[config.mk]
export PLATFORM = sky130hd
export DESIGN_NAME = irq_status_reg
export DESIGN_NICKNAME = d
export VERILOG_FILES = /design/src/rtl/irq_status_pkg.sv /design/src/rtl/irq_sticky_bit.sv /design/src/rtl/irq_cfg_field.sv /design/src/rtl/irq_combine.sv /design/src/rtl/irq_status_reg.sv
export SDC_FILE = /design/constraint.sdc
export NUM_CORES = 1
export LEC_CHECK = 0
export CORE_MARGIN = 3
export CORE_UTILIZATION = 25
export DETAILED_ROUTE_END_ITERATION = 8
export MAX_ROUTING_LAYER = met4
export PLACE_DENSITY = 0.75
export SYNTH_ARGS = -nofsm -noshare
export SYNTH_HDL_FRONTEND = slang
export SYNTH_HIERARCHICAL = 1
export SYNTH_SLANG_ARGS = --single-unit
[constraint.sdc]
create_clock -name clk -period 1.5 [get_ports clk]
set_input_delay 0.225 -clock clk [delete_from_list [all_inputs] [get_ports clk]]
set_output_delay 0.225 -clock clk [all_outputs]
set_load 0.05 [all_outputs]
[src/rtl/irq_status_pkg.sv]
package irq_status_pkg;
  localparam int NSRC     = 6;
  localparam int ST_LSB   = 0;
  localparam int MASK_LSB = 8;
  localparam int CLR_LSB  = 16;
  localparam int EN_LSB   = 24;

  localparam int SRC_DONE  = 0;
  localparam int SRC_TXRM  = 1;
  localparam int SRC_RXAV  = 2;
  localparam int SRC_NACK  = 3;
  localparam int SRC_ARB   = 4;
  localparam int SRC_FAULT = 5;

  localparam int NSTICKY = 3;
endpackage

[src/rtl/irq_sticky_bit.sv]
module irq_sticky_bit (
  input  logic clk,
  input  logic rst_n,
  input  logic set_i,
  input  logic clr_i,
  output logic q_o
);
  logic q_q;
  logic q_d;

  always_comb begin
    q_d = q_q;
    if (clr_i) q_d = 1'b0;
    if (set_i) q_d = 1'b1;
  end

  always_ff @(posedge clk or negedge rst_n) begin
    if (!rst_n) q_q <= 1'b0;
    else        q_q <= q_d;
  end

  assign q_o = q_q;

  p_event_sets_r3: assert property (@(posedge clk) disable iff (!rst_n)
    set_i |=> q_o);
  p_event_wins_r5: assert property (@(posedge clk) disable iff (!rst_n)
    (set_i && clr_i) |=> q_o);
  p_clear_drops_r4: assert property (@(posedge clk) disable iff (!rst_n)
    (clr_i && !set_i) |=> !q_o);
  p_hold_r3: assert property (@(posedge clk) disable iff (!rst_n)
    (!clr_i && !set_i) |=> $stable(q_o));
endmodule

[src/rtl/irq_cfg_field.sv]
module irq_cfg_field #(
  parameter int          W       = 6,
  parameter logic [W-1:0] RST_VAL = '0
) (
  input  logic         clk,
  input  logic         rst_n,
  input  logic         ld_i,
  input  logic [W-1:0] d_i,
  output logic [W-1:0] q_o
);
  logic [W-1:0] fld_q;
  logic [W-1:0] fld_d;

  always_comb begin
    fld_d = fld_q;
    if (ld_i) fld_d = d_i;
  end

  always_ff @(posedge clk or negedge rst_n) begin
    if (!rst_n) fld_q <= RST_VAL;
    else        fld_q <= fld_d;
  end

  assign q_o = fld_q;

  p_field_load_r7: assert property (@(posedge clk) disable iff (!rst_n)
    ld_i |=> (q_o == $past(d_i)));
  p_field_hold_r8: assert property (@(posedge clk) disable iff (!rst_n)
    !ld_i |=> $stable(q_o));
endmodule

[src/rtl/irq_combine.sv]
module irq_combine #(
  parameter int N = 6
) (
  input  logic [N-1:0] status_i,
  input  logic [N-1:0] enable_i,
  input  logic [N-1:0] mask_i,
  output logic         irq_o
);
  logic [N-1:0] live;

  always_comb begin
    for (int n = 0; n < N; n++) begin
      live[n] = status_i[n] & enable_i[n] & ~mask_i[n];
    end
  end

  assign irq_o = |live;
endmodule

[src/rtl/irq_status_reg.sv]
module irq_status_reg
  import irq_status_pkg::*;
#(
  parameter int DATA_W = 32
) (
  input  logic              clk,
  input  logic              rst_n,
  input  logic              wr_en_i,
  input  logic [DATA_W-1:0] wr_data_i,
  output logic [DATA_W-1:0] rd_data_o,
  input  logic              xfer_done_i,
  input  logic              nack_i,
  input  logic              arb_lost_i,
  input  logic              tx_room_i,
  input  logic              rx_avail_i,
  input  logic              fifo_fault_i,
  output logic              irq_o
);
  localparam int STICKY_POS [NSTICKY] = '{SRC_DONE, SRC_NACK, SRC_ARB};

  logic [NSTICKY-1:0] sticky_evt;
  logic [NSTICKY-1:0] sticky_q;
  logic [NSRC-1:0]    status;
  logic [NSRC-1:0]    mask_q;
  logic [NSRC-1:0]    en_q;

  assign sticky_evt = {arb_lost_i, nack_i, xfer_done_i};

  for (genvar k = 0; k < NSTICKY; k++) begin : g_sticky
    logic clr_k;
    assign clr_k = wr_en_i & wr_data_i[CLR_LSB + STICKY_POS[k]];
    irq_sticky_bit u_bit (
      .clk   (clk),
      .rst_n (rst_n),
      .set_i (sticky_evt[k]),
      .clr_i (clr_k),
      .q_o   (sticky_q[k])
    );
  end

  always_comb begin
    status            = '0;
    status[SRC_DONE]  = sticky_q[0];
    status[SRC_TXRM]  = tx_room_i;
    status[SRC_RXAV]  = rx_avail_i;
    status[SRC_NACK]  = sticky_q[1];
    status[SRC_ARB]   = sticky_q[2];
    status[SRC_FAULT] = fifo_fault_i;
  end

  irq_cfg_field #(.W(NSRC), .RST_VAL({NSRC{1'b1}})) u_mask (
    .clk   (clk),
    .rst_n (rst_n),
    .ld_i  (wr_en_i),
    .d_i   (wr_data_i[MASK_LSB +: NSRC]),
    .q_o   (mask_q)
  );

  irq_cfg_field #(.W(NSRC), .RST_VAL({NSRC{1'b0}})) u_enable (
    .clk   (clk),
    .rst_n (rst_n),
    .ld_i  (wr_en_i),
    .d_i   (wr_data_i[EN_LSB +: NSRC]),
    .q_o   (en_q)
  );

  irq_combine #(.N(NSRC)) u_combine (
    .status_i (status),
    .enable_i (en_q),
    .mask_i   (mask_q),
    .irq_o    (irq_o)
  );

  always_comb begin
    rd_data_o                     = '0;
    rd_data_o[ST_LSB   +: NSRC]   = status;
    rd_data_o[MASK_LSB +: NSRC]   = mask_q;
    rd_data_o[EN_LSB   +: NSRC]   = en_q;
  end

  p_masked_quiet_r9: assert property (@(posedge clk) disable iff (!rst_n)
    (rd_data_o[MASK_LSB +: NSRC] == {NSRC{1'b1}}) |-> !irq_o);
  p_level_tracks_r6: assert property (@(posedge clk) disable iff (!rst_n)
    rd_data_o[SRC_RXAV] == rx_avail_i);
endmodule

==> metrics.txt, run 1 <==
# TYPE chip_impl_metric gauge
chip_impl_info{name="outcome",value="finished, violations left"} 1
chip_impl_info{name="violations",value="negative setup slack"} 1
chip_impl_metric{name="drive_above_1_share",unit="%"} 50.8
chip_impl_info{name="grt_setup_unrepaired",value="true"} 1
chip_impl_metric{name="power_leakage",unit="nW"} 0.751
chip_impl_metric{name="die_y",unit="µm"} 63.2
chip_impl_metric{name="synth_edf_count",unit=""} 0
chip_impl_info{name="synth_commonest_cells",value="17 x sky130_fd_sc_hd__buf_4, 12 x sky130_fd_sc_hd__mux2_4, 9 x sky130_fd_sc_hd__dfrtp_1"} 1
chip_impl_info{name="cts_root_buf",value="sky130_fd_sc_hd__clkbuf_4"} 1
chip_impl_metric{name="netlist-cell-type-count",unit=""} 12
chip_impl_metric{name="antenna-diode-count",unit=""} 0
chip_impl_metric{name="power.combinational.fraction",unit="%"} 50.7
chip_impl_metric{name="yosysWarnings",unit=""} 6
chip_impl_metric{name="filler_cell_count",unit=""} 277
chip_impl_metric{name="drt_wl_total",unit="µm"} 2100
chip_impl_metric{name="first_pass_iters",unit=""} 2
chip_impl_metric{name="crit_arrival",unit="ps"} 1440
chip_impl_metric{name="placed_cells_incl_taps",unit=""} 161
chip_impl_metric{name="finalSetupTns",unit="ps"} -167
chip_impl_metric{name="reg2reg_slack",unit="ps"} 590
chip_impl_info{name="worst_setup_path_end_kind",value="output port"} 1
chip_impl_metric{name="r2r.worst_path.cells",unit=""} 2
chip_impl_metric{name="post-route-worst-setup-slack",unit="ps"} -167
chip_impl_metric{name="initial_utilization",unit="%"} 26.5
chip_impl_metric{name="cts_sinks",unit=""} 15
chip_impl_metric{name="area_growth_syn_to_layout",unit="%"} 94.0
chip_impl_metric{name="design.die.area",unit="mm²"} 0.00399
chip_impl_metric{name="pwr-share-seq",unit="%"} 33.2
chip_impl_metric{name="die-width",unit="µm"} 63.2
chip_impl_info{name="synth_largest_area_cell",value="sky130_fd_sc_hd__dfrtp_1"} 1
chip_impl_info{name="leading_post_synthesis_cells_by_cell_area",value="sky130_fd_sc_hd__dfrtp_1 28%, sky130_fd_sc_hd__mux2_4 22%, sky130_fd_sc_hd__dfstp_2 19%"} 1
chip_impl_metric{name="cts_htree_levels",unit=""} 1
chip_impl_metric{name="first_global_vias",unit=""} 738
chip_impl_info{name="min_path_type",value="input pin to asynchronous set/reset pin"} 1
chip_impl_metric{name="grt_first_pass_wirelength",unit="µm"} 3620
chip_impl_metric{name="post_synth.cell_area_avg",unit="µm²"} 12.4
chip_impl_metric{name="synth_async_sr_flop_share",unit="%"} 100
chip_impl_info{name="cts_tree",value="yes"} 1
chip_impl_info{name="r2r_start",value="u_enable/q_o[3]"} 1
chip_impl_metric{name="io_buffer_count",unit=""} 42
chip_impl_metric{name="postSynthRegisterBits",unit=""} 15
chip_impl_metric{name="ys_seq_area_share",unit="%"} 46.9
chip_impl_metric{name="net_switching_power_of_the_design",unit="mW"} 0.521
chip_impl_metric{name="synth.top_cell.area_share",unit="%"} 27.6
chip_impl_metric{name="gp_routability_congestion",unit=""} 0.655
chip_impl_metric{name="global_route.overflow_total",unit=""} 0
chip_impl_info{name="timing_worst_setup_path_type",value="register to output port"} 1
chip_impl_metric{name="placement_rows",unit=""} 20
chip_impl_metric{name="drt_iter0_markers",unit=""} 8
chip_impl_metric{name="number_of_antenna_violations_at_the_first_check_in_global_routing",unit=""} 0
chip_impl_metric{name="final_worst_path_period_share",unit="%"} 111
chip_impl_metric{name="setup_violating_endpoint_count_in_the_final_report",unit=""} 1
chip_impl_metric{name="swShare",unit="%"} 36.3
chip_impl_metric{name="finalHoldViolations",unit=""} 0
chip_impl_metric{name="grtUsageTotal",unit="%"} 12.0
chip_impl_metric{name="pin_count",unit=""} 74
chip_impl_info{name="synth_top_flop_cell",value="sky130_fd_sc_hd__dfrtp_1"} 1
chip_impl_metric{name="vdd_drop_max",unit="mV"} 0.537
chip_impl_metric{name="slew_violations",unit=""} 0
chip_impl_metric{name="num-nets-final",unit=""} 170
chip_impl_info{name="leading_cell_type_by_number_of_instances_after_synthesis",value="sky130_fd_sc_hd__buf_4"} 1
chip_impl_metric{name="dr_total_vias",unit=""} 656
chip_impl_info{name="timing.rr.end",value="u_enable/q_o[3]"} 1
chip_impl_metric{name="wire_per_inst",unit="µm"} 12.2
chip_impl_metric{name="finClkSkew",unit="ps"} 0
chip_impl_metric{name="final-instance-count-excl-fill",unit=""} 172
chip_impl_metric{name="drt.antenna.violating_nets",unit=""} 0
chip_impl_metric{name="ctsLongestPathBuffers",unit=""} 2
chip_impl_metric{name="netlist_instances",unit=""} 66
chip_impl_info{name="timing.critical_path.from_type",value="register"} 1
chip_impl_metric{name="clock.fmax",unit="GHz"} 0.600
chip_impl_metric{name="internal_power",unit="mW"} 0.916
chip_impl_metric{name="cts_hold_repair.buffers",unit=""} 0
chip_impl_metric{name="drt-vias-per-instance",unit=""} 3.81
chip_impl_metric{name="crit_path_max_fanout",unit=""} 2
chip_impl_metric{name="pin_count_of_the_biggest_net_entering_global_routing",unit=""} 16
chip_impl_metric{name="layout_min_cycle_time",unit="ps"} 1670
chip_impl_metric{name="worst_skew_pair.late_latency",unit="ps"} 280
chip_impl_metric{name="place_hpwl",unit="µm"} 1660
chip_impl_metric{name="drv_cap",unit=""} 0
chip_impl_metric{name="clk_transition_reported_paths",unit="ps"} 90
chip_impl_metric{name="data_required_time_at_the_worst_endpoint",unit="ps"} 1270
chip_impl_metric{name="drc_errors",unit=""} 0
chip_impl_metric{name="syn-cell-area",unit="µm²"} 817
chip_impl_metric{name="tritoncts.num_buffers",unit=""} 3
chip_impl_metric{name="power-per-cell-area",unit="mW/mm²"} 907
chip_impl_metric{name="utilization",unit="%"} 51.5
chip_impl_metric{name="core_area",unit="mm²"} 0.00308
chip_impl_metric{name="clock_power_share",unit="%"} 16.1
[area by class of cell]
class	count	area, µm²	area share (%)
Sequential cell	15	383	24.2
Clock buffer	4	26.3	1.66
Inverter	3	11.3	0.710
Timing Repair Buffer	64	771	48.6
Tap cell	44	55.1	3.47
Multi-Input combinational cell	42	339	21.4
[layout by cell type, fill, tap and decap left out]
cell                              count
sky130_fd_sc_hd__clkdlybuf4s50_1     23
sky130_fd_sc_hd__mux2_4              12
sky130_fd_sc_hd__dfrtp_1              9
sky130_fd_sc_hd__conb_1              14
sky130_fd_sc_hd__dfstp_2              6
sky130_fd_sc_hd__o22ai_1              1
sky130_fd_sc_hd__o22ai_2              2
sky130_fd_sc_hd__and2_1               3
sky130_fd_sc_hd__clkbuf_4             3
sky130_fd_sc_hd__buf_4               22
sky130_fd_sc_hd__inv_1                3
sky130_fd_sc_hd__buf_8                1
sky130_fd_sc_hd__or3_4                1
sky130_fd_sc_hd__a21o_1               3
sky130_fd_sc_hd__nand2_1              6
sky130_fd_sc_hd__clkbuf_1             1
sky130_fd_sc_hd__buf_12              18
[sequential cells by signal (all words and copies together) (netlist names)]
register            count
g_sticky.u_bit/q_o      3
u_mask/q_o              6
u_enable/q_o            6
[how the worst max path moves through the flow]
stage / slack, ps / from / depth (start not counted) / end
2_1_floorplan: 2 / u_mask/q_o[3] / 2 / irq_o
3_3_place_gp: -100 / tx_room_i / 5 / irq_o
3_5_place_dp: -110 / tx_room_i / 5 / irq_o
4_1_cts: -190 / u_mask/q_o[3] / 3 / irq_o
5_1_grt: -220 / u_mask/q_o[5] / 3 / irq_o
6_report: -170 / u_mask/q_o[5] / 3 / irq_o
[routing by layer]
layer | track usage [%] | vias up | share of wire [%]
li1 | - | 309 | -
met3 | 4.63 | 0 | 7.4
met1 | 12.5 | 313 | 38
met2 | 21.3 | 34 | 55
met4 | 2.48 | 0 | 0
met5 | - | - | 0
[timing repair]
| action | in CTS | in global routing |
|---|---|---|
| buffers inserted | 4 | 3 |
| endpoints found under the setup margin | 1 | 1 |
| gates resized for setup | 3 | 1 |
| pin swaps | 1 | 2 |
[through the flow]
stage / hold slack, ps / total power, mW / area (µm²) / worst slack [ps]
2_1_floorplan: -70.6 / 0.868 / 871 / 2.34
3_3_place_gp: 562 / 1.16 / 1490 / -102
3_5_place_dp: 578 / 1.17 / 1490 / -109
4_1_cts: 250 / 1.44 / 1560 / -189
5_1_grt: 283 / 1.50 / 1590 / -225
6_report: 269 / 1.44 / 1590 / -167
[cell families after synthesis]
logic type,share of synthesized area (%)
multiplexers,22.1
flip-flops,46.9
other,0.459
AND/OR/NAND/NOR,5.82
buffers and inverters,19.8
AO/OA/AOI/OAI,5.05
[power groups by stage]
stage	logic, mW	registers (mW)	clock network [mW]
after floorplan	0.242	0.626	0
after global placement	0.667	0.494	0
after detailed placement	0.675	0.497	0
after CTS	0.716	0.481	0.247
after global routing	0.760	0.483	0.260
final	0.729	0.477	0.231
[critical path, stage by stage (launching register included)]
cell                      delay, ps
sky130_fd_sc_hd__dfstp_2        550
sky130_fd_sc_hd__o22ai_2         70
sky130_fd_sc_hd__or3_4          390
sky130_fd_sc_hd__buf_8          160
Note: power is estimated with default switching activity, not from simulation.
==> run 2, diff against run 1 <==
CORE_UTILIZATION = 30   (was 25)
CTS_CLUSTER_DIAMETER = 60   (was not set)
PLACE_DENSITY = 0.86   (was 0.75)
REMOVE_ABC_BUFFERS = 1   (was not set)
==> run 2 against run 1 <==
- global-route usage rose by 0.29 points
- the flow still finishes with violations (negative setup slack)
- highest routed layer unchanged
- critical path depth did not move
- combinational power fell by 4.5%
- design area fell by 3.4%
- sequential cell count did not move
==> metrics.txt, run 2 (synthesized netlist as in run 1, its figures left out) <==
# TYPE chip_impl_metric gauge
chip_impl_metric{name="reg2reg_slack",unit="ps"} 530
chip_impl_metric{name="r2r.worst_path.cells",unit=""} 3
chip_impl_metric{name="global_route.overflow_total",unit=""} 0
chip_impl_metric{name="first_global_vias",unit=""} 628
chip_impl_metric{name="slew_violations",unit=""} 0
chip_impl_metric{name="area_growth_syn_to_layout",unit="%"} 87.4
chip_impl_metric{name="post-route-worst-setup-slack",unit="ps"} -169
chip_impl_metric{name="drv_cap",unit=""} 0
chip_impl_metric{name="tritoncts.num_buffers",unit=""} 3
chip_impl_info{name="violations",value="negative setup slack"} 1
chip_impl_metric{name="worst_path_largest_cell_delay",unit="ps"} 560
chip_impl_metric{name="final-instance-count-excl-fill",unit=""} 154
chip_impl_info{name="cts_tree",value="yes"} 1
chip_impl_info{name="cp-endpoint",value="irq_o"} 1
chip_impl_metric{name="fin_worst_hold_slack",unit="ps"} 260
chip_impl_metric{name="finalSetupTns",unit="ps"} -169
chip_impl_info{name="highest_count_cells_in_the_layout_ignoring_fill_and_taps",value="23 x sky130_fd_sc_hd__clkdlybuf4s50_1, 18 x sky130_fd_sc_hd__buf_4, 18 x sky130_fd_sc_hd__buf_12"} 1
chip_impl_info{name="layout_commonest_cell",value="sky130_fd_sc_hd__clkdlybuf4s50_1"} 1
chip_impl_metric{name="number_of_antenna_violations_at_the_first_check_in_global_routing",unit=""} 0
chip_impl_metric{name="finalHoldViolations",unit=""} 0
chip_impl_metric{name="place_hpwl",unit="µm"} 1520
chip_impl_metric{name="die-width",unit="µm"} 58.2
chip_impl_metric{name="grt_first_pass_wirelength",unit="µm"} 3060
chip_impl_metric{name="drt_wl_total",unit="µm"} 2030
chip_impl_metric{name="final_worst_path_period_share",unit="%"} 111
chip_impl_metric{name="dr_total_vias",unit=""} 659
chip_impl_metric{name="io_buffer_count",unit=""} 42
chip_impl_metric{name="drc_errors",unit=""} 0
chip_impl_metric{name="grtUsageTotal",unit="%"} 12.3
chip_impl_info{name="critical_path_cell_list",value="o22ai_2, or3_4, buf_8"} 1
chip_impl_metric{name="pin_count_of_the_biggest_net_entering_global_routing",unit=""} 16
chip_impl_metric{name="ctsLongestPathBuffers",unit=""} 2
chip_impl_info{name="cts_root_buf",value="sky130_fd_sc_hd__clkbuf_4"} 1
chip_impl_metric{name="layout_min_cycle_time",unit="ps"} 1670
chip_impl_metric{name="stdcell_area",unit="mm²"} 0.00153
chip_impl_metric{name="clk_transition_reported_paths",unit="ps"} 90
chip_impl_metric{name="design.die.area",unit="mm²"} 0.00339
chip_impl_info{name="crit_path_start",value="u_mask/q_o[0]"} 1
chip_impl_metric{name="wire_per_inst",unit="µm"} 13.2
chip_impl_metric{name="power_leakage",unit="nW"} 0.730
chip_impl_metric{name="clock.fmax",unit="GHz"} 0.599
chip_impl_metric{name="vdd_drop_max",unit="mV"} 0.567
chip_impl_metric{name="pin_count",unit=""} 74
chip_impl_metric{name="post_dp_cell_area",unit="mm²"} 0.00140
chip_impl_metric{name="drt-vias-per-instance",unit=""} 4.28
chip_impl_metric{name="gp_routability_congestion",unit=""} 0.725
chip_impl_metric{name="multiInputGateArea",unit="µm²"} 333
chip_impl_metric{name="num-nets-final",unit=""} 166
chip_impl_metric{name="worst_skew_pair.late_latency",unit="ps"} 270
chip_impl_metric{name="sequential_cell_area",unit="µm²"} 383
chip_impl_metric{name="utilization",unit="%"} 60.7
chip_impl_metric{name="total_power",unit="mW"} 1.41
chip_impl_info{name="min_path_type",value="input pin to asynchronous set/reset pin"} 1
chip_impl_metric{name="initial_utilization",unit="%"} 32.4
chip_impl_metric{name="placed_cells_incl_taps",unit=""} 139
chip_impl_metric{name="pre_cts_slack",unit="ps"} -97.7
chip_impl_metric{name="first_pass_iters",unit=""} 2
chip_impl_info{name="grt_setup_unrepaired",value="true"} 1
chip_impl_metric{name="drt_iter0_markers",unit=""} 3
chip_impl_metric{name="crit_path_max_fanout",unit=""} 2
chip_impl_metric{name="filler_cell_count",unit=""} 216
chip_impl_metric{name="drt.antenna.violating_nets",unit=""} 0
chip_impl_metric{name="placement_rows",unit=""} 18
chip_impl_info{name="timing.critical_path.slowest_stage_cell",value="sky130_fd_sc_hd__dfstp_2"} 1
chip_impl_info{name="worst_setup_path_end_kind",value="output port"} 1
chip_impl_metric{name="cts_sinks",unit=""} 15
chip_impl_metric{name="data_required_time_at_the_worst_endpoint",unit="ps"} 1270
chip_impl_metric{name="core_area",unit="mm²"} 0.00252
chip_impl_metric{name="finClkSkew",unit="ps"} 0
chip_impl_metric{name="power-per-cell-area",unit="mW/mm²"} 919
chip_impl_metric{name="die_y",unit="µm"} 58.2
chip_impl_info{name="timing_worst_setup_path_type",value="register to output port"} 1
chip_impl_metric{name="cts_htree_levels",unit=""} 1
chip_impl_metric{name="antenna-diode-count",unit=""} 0
chip_impl_metric{name="crit_arrival",unit="ps"} 1440
chip_impl_metric{name="drive_above_1_share",unit="%"} 48.4
chip_impl_info{name="timing.critical_path.from_type",value="register"} 1
chip_impl_metric{name="setup_violating_endpoint_count_in_the_final_report",unit=""} 1
chip_impl_info{name="outcome",value="finished, violations left"} 1
chip_impl_info{name="r2r_start",value="u_mask/q_o[4]"} 1
chip_impl_info{name="timing.rr.end",value="u_mask/q_o[4]"} 1
run 2: power breakdown:
part	switching, mW	internal [mW]
clock	0.121	0.103
sequential	0.0329	0.454
combinational	0.355	0.341
run 2: how the worst min path moves through the flow:
stage / startpoint / to / slack (ps)
CTS: rst_n / u_enable/q_o[5] / 250
finish: rst_n / u_enable/q_o[4] / 260
global placement: u_enable/q_o[5] / u_enable/q_o[5] / 520
global route: rst_n / g_sticky[2].u_bit/q_o / 280
detailed placement: u_enable/q_o[5] / u_enable/q_o[5] / 540
floorplan: rst_n / g_sticky[0].u_bit/q_o / -70
run 2: what timing repair did:
action | 4_1_cts | 5_1_grt
pin swaps | 1 | 2
cloned | 0 | 0
endpoints found under the setup margin | 1 | 1
hold buffers | 0 | 0
setup buffers | 4 | 7
resized for setup | 2 | 2
run 2: critical path, delay by kind of cell, from the launching register on:
family / cells / cell delay (ps)
buf+inv: 1 / 160
simple gates: 1 / 390
compound gates: 1 / 60
flops: 1 / 560
run 2: final cells by class:
| cell class | count | share of cell area, % |
|---|---|---|
| sequential | 15 | 25.0 |
| multi-input combinational | 42 | 21.7 |
| clock buffer | 4 | 1.72 |
| inverter | 3 | 0.735 |
| timing repair buffer | 60 | 48.4 |
| tap | 30 | 2.45 |
run 2: layer usage:
metal	part of all wire (%)	global-route usage, %	wire length (µm)
met5	0	-	0
met4	0	1.99	0
met1	36	15.0	739
met3	9.2	2.90	186
met2	54	21.0	1100
==> run 3, diff against run 2 <==
CORE_UTILIZATION = 50   (was 30)
DONT_BUFFER_PORTS = 1   (was not set)
GPL_ROUTABILITY_DRIVEN = 0   (was not set)
PLACE_DENSITY = 0.73   (was 0.86)
==> run 3 against run 2 <==
- clock power shrank 3%
- largest cell class is now registers
- clock skew unchanged
- non-clock buffer count down 43
- largest power group is now registers
- the run still ends with negative setup slack left
==> metrics.txt, run 3 (synthesized netlist as in run 1, its figures left out) <==
# TYPE chip_impl_metric gauge
chip_impl_info{name="outcome",value="finished, violations left"} 1
chip_impl_info{name="violations",value="negative setup slack"} 1
chip_impl_metric{name="antenna-diode-count",unit=""} 0
chip_impl_metric{name="drt.antenna.violating_nets",unit=""} 0
chip_impl_metric{name="power_leakage",unit="nW"} 0.459
chip_impl_metric{name="finalSetupTns",unit="ps"} -152
chip_impl_info{name="min_path_type",value="input pin to register"} 1
chip_impl_metric{name="drc_errors",unit=""} 0
chip_impl_metric{name="multiInputGateArea",unit="µm²"} 334
chip_impl_metric{name="placement_rows",unit=""} 13
chip_impl_metric{name="tritoncts.num_buffers",unit=""} 3
chip_impl_metric{name="fin_worst_hold_slack",unit="ps"} 48.6
chip_impl_metric{name="io_buffer_count",unit=""} 0
chip_impl_metric{name="place_hpwl",unit="µm"} 1060
chip_impl_info{name="highest_count_cells_in_the_layout_ignoring_fill_and_taps",value="15 x sky130_fd_sc_hd__buf_4, 14 x sky130_fd_sc_hd__conb_1, 12 x sky130_fd_sc_hd__mux2_4"} 1
chip_impl_metric{name="final_worst_path_period_share",unit="%"} 110
chip_impl_metric{name="sequential_cell_area",unit="µm²"} 383
chip_impl_metric{name="drv_cap",unit=""} 0
chip_impl_metric{name="crit_path_max_fanout",unit=""} 2
chip_impl_metric{name="initial_utilization",unit="%"} 57.7
chip_impl_metric{name="worstMarginPinSlew",unit="ps"} 658
chip_impl_info{name="cts_tree",value="yes"} 1
chip_impl_info{name="grt_setup_unrepaired",value="true"} 1
chip_impl_metric{name="finalHoldViolations",unit=""} 0
chip_impl_info{name="timing_worst_setup_path_type",value="register to output port"} 1
chip_impl_info{name="critical_path_cell_list",value="o22ai_2, or3_1, buf_6"} 1
chip_impl_metric{name="drt_iter0_markers",unit=""} 0
chip_impl_metric{name="design.die.area",unit="mm²"} 0.00216
chip_impl_metric{name="clock.fmax",unit="GHz"} 0.605
chip_impl_metric{name="crit_arrival",unit="ps"} 1430
chip_impl_metric{name="power-per-cell-area",unit="mW/mm²"} 1230
chip_impl_metric{name="core_area",unit="mm²"} 0.00142
chip_impl_metric{name="die_y",unit="µm"} 46.4
chip_impl_metric{name="setup_violating_endpoint_count_in_the_final_report",unit=""} 1
chip_impl_metric{name="ctsLongestPathBuffers",unit=""} 2
chip_impl_metric{name="wire_per_inst",unit="µm"} 14.2
chip_impl_metric{name="total_power",unit="mW"} 1.11
chip_impl_metric{name="dr_total_vias",unit=""} 461
chip_impl_metric{name="drive_above_1_share",unit="%"} 48.1
chip_impl_metric{name="vdd_drop_max",unit="mV"} 0.622
chip_impl_metric{name="cts_htree_levels",unit=""} 1
chip_impl_metric{name="worst_skew_pair.late_latency",unit="ps"} 260
chip_impl_metric{name="layout_min_cycle_time",unit="ps"} 1650
chip_impl_info{name="cts_root_buf",value="sky130_fd_sc_hd__clkbuf_4"} 1
chip_impl_metric{name="area_growth_syn_to_layout",unit="%"} 11.0
chip_impl_metric{name="data_required_time_at_the_worst_endpoint",unit="ps"} 1270
chip_impl_metric{name="drt-vias-per-instance",unit=""} 4.80
chip_impl_metric{name="cts_sinks",unit=""} 15
chip_impl_metric{name="grt_first_pass_wirelength",unit="µm"} 2070
chip_impl_info{name="timing.critical_path.slowest_stage_cell",value="sky130_fd_sc_hd__dfstp_2"} 1
chip_impl_metric{name="cts_post_setup_buffers_inserted",unit=""} 0
chip_impl_metric{name="grtUsageTotal",unit="%"} 14.3
chip_impl_metric{name="pre_cts_slack",unit="ps"} 126
chip_impl_metric{name="worst_path_largest_cell_delay",unit="ps"} 550
chip_impl_metric{name="slew_violations",unit=""} 0
chip_impl_metric{name="filler_cell_count",unit=""} 112
chip_impl_metric{name="num-nets-final",unit=""} 123
chip_impl_metric{name="number_of_antenna_violations_at_the_first_check_in_global_routing",unit=""} 0
chip_impl_metric{name="max_slew_margin",unit="%"} 56.0
chip_impl_metric{name="drt_wl_total",unit="µm"} 1370
chip_impl_info{name="layout_commonest_cell",value="sky130_fd_sc_hd__buf_4"} 1
chip_impl_metric{name="clk_transition_reported_paths",unit="ps"} 80
chip_impl_metric{name="finClkSkew",unit="ps"} 0
chip_impl_metric{name="first_pass_iters",unit=""} 1
chip_impl_info{name="timing.critical_path.from_type",value="register"} 1
chip_impl_metric{name="die-width",unit="µm"} 46.4
chip_impl_metric{name="post-route-worst-setup-slack",unit="ps"} -152
chip_impl_metric{name="first_global_vias",unit=""} 499
chip_impl_metric{name="pin_count_of_the_biggest_net_entering_global_routing",unit=""} 16
chip_impl_metric{name="global_route.overflow_total",unit=""} 0
chip_impl_info{name="worst_setup_path_end_kind",value="output port"} 1
chip_impl_metric{name="pin_count",unit=""} 74
==> run 3: cell count changes in the layout (fill, tap and decap cells not counted), sizes merged <==
cell	delta
buf	-21
clkdlybuf4s50	-23
dlygate4sd3	+1
==> run 3: critical path, delay by kind of cell (launching register included) <==
family / cells / cell delay [ps]
DFF: 1 / 550
and+or+nand+nor: 1 / 380
buffers and inverters: 1 / 160
AOI/OAI and AO/OA: 1 / 70
==> run 3: cell type report <==
cell class | instances | area share, %
clock buffer | 4 | 2.90
multi-input combinational | 42 | 36.8
timing repair buffer | 17 | 14.8
tap | 15 | 2.07
inverter | 3 | 1.24
sequential | 15 | 42.2
==> run 3: worst paths after layout <==
check	start	to	slack (ps)	depth (start not counted)
setup / recovery	u_mask/q_o[4]	irq_o	-150	3
setup reg to reg	u_mask/q_o[4]	u_mask/q_o[4]	530	2
max in group asynchronous	rst_n	g_sticky[2].u_bit/q_o	660	1
min in group asynchronous	rst_n	u_enable/q_o[1]	420	1
hold / removal	xfer_done_i	g_sticky[0].u_bit/q_o	50	1
hold reg to reg	g_sticky[2].u_bit/q_o	g_sticky[2].u_bit/q_o	720	2
==> run 3: power by group <==
part | switching (mW) | leakage [nW] | internal [mW] | total [mW]
Combinational | 0.292 | 0.280 | 0.129 | 0.421
Sequential | 0.0206 | 0.163 | 0.454 | 0.475
Clock | 0.115 | 0.0150 | 0.103 | 0.218
Total | 0.428 | 0.459 | 0.686 | 1.11
==> run 3: what timing repair did <==
action                     CTS  global route
pin swaps                    2             2
hold buffers                 1             0
resized for setup            2             1
hold endpoints to repair    15             0
setup endpoints to repair    1             1
==> run 3: per-stage QoR <==
step,std cells,util (%),area [µm²]
CTS,96,63.7,901
finish,96,64.1,907
floorplan,60,-,716
global route,96,64.1,907
global placement,91,60.4,855
detailed placement,91,60.4,855
==> run 3: per-layer routing <==
| metal | global-route usage (%) | share of wire, % | vias up |
|---|---|---|---|
| met3 | 5.08 | 15 | 2 |
| li1 | - | - | 215 |
| met4 | 5.11 | 0.73 | 0 |
| met1 | 14.8 | 39 | 205 |
| met5 | - | 0 | - |
| met2 | 24.7 | 46 | 39 |
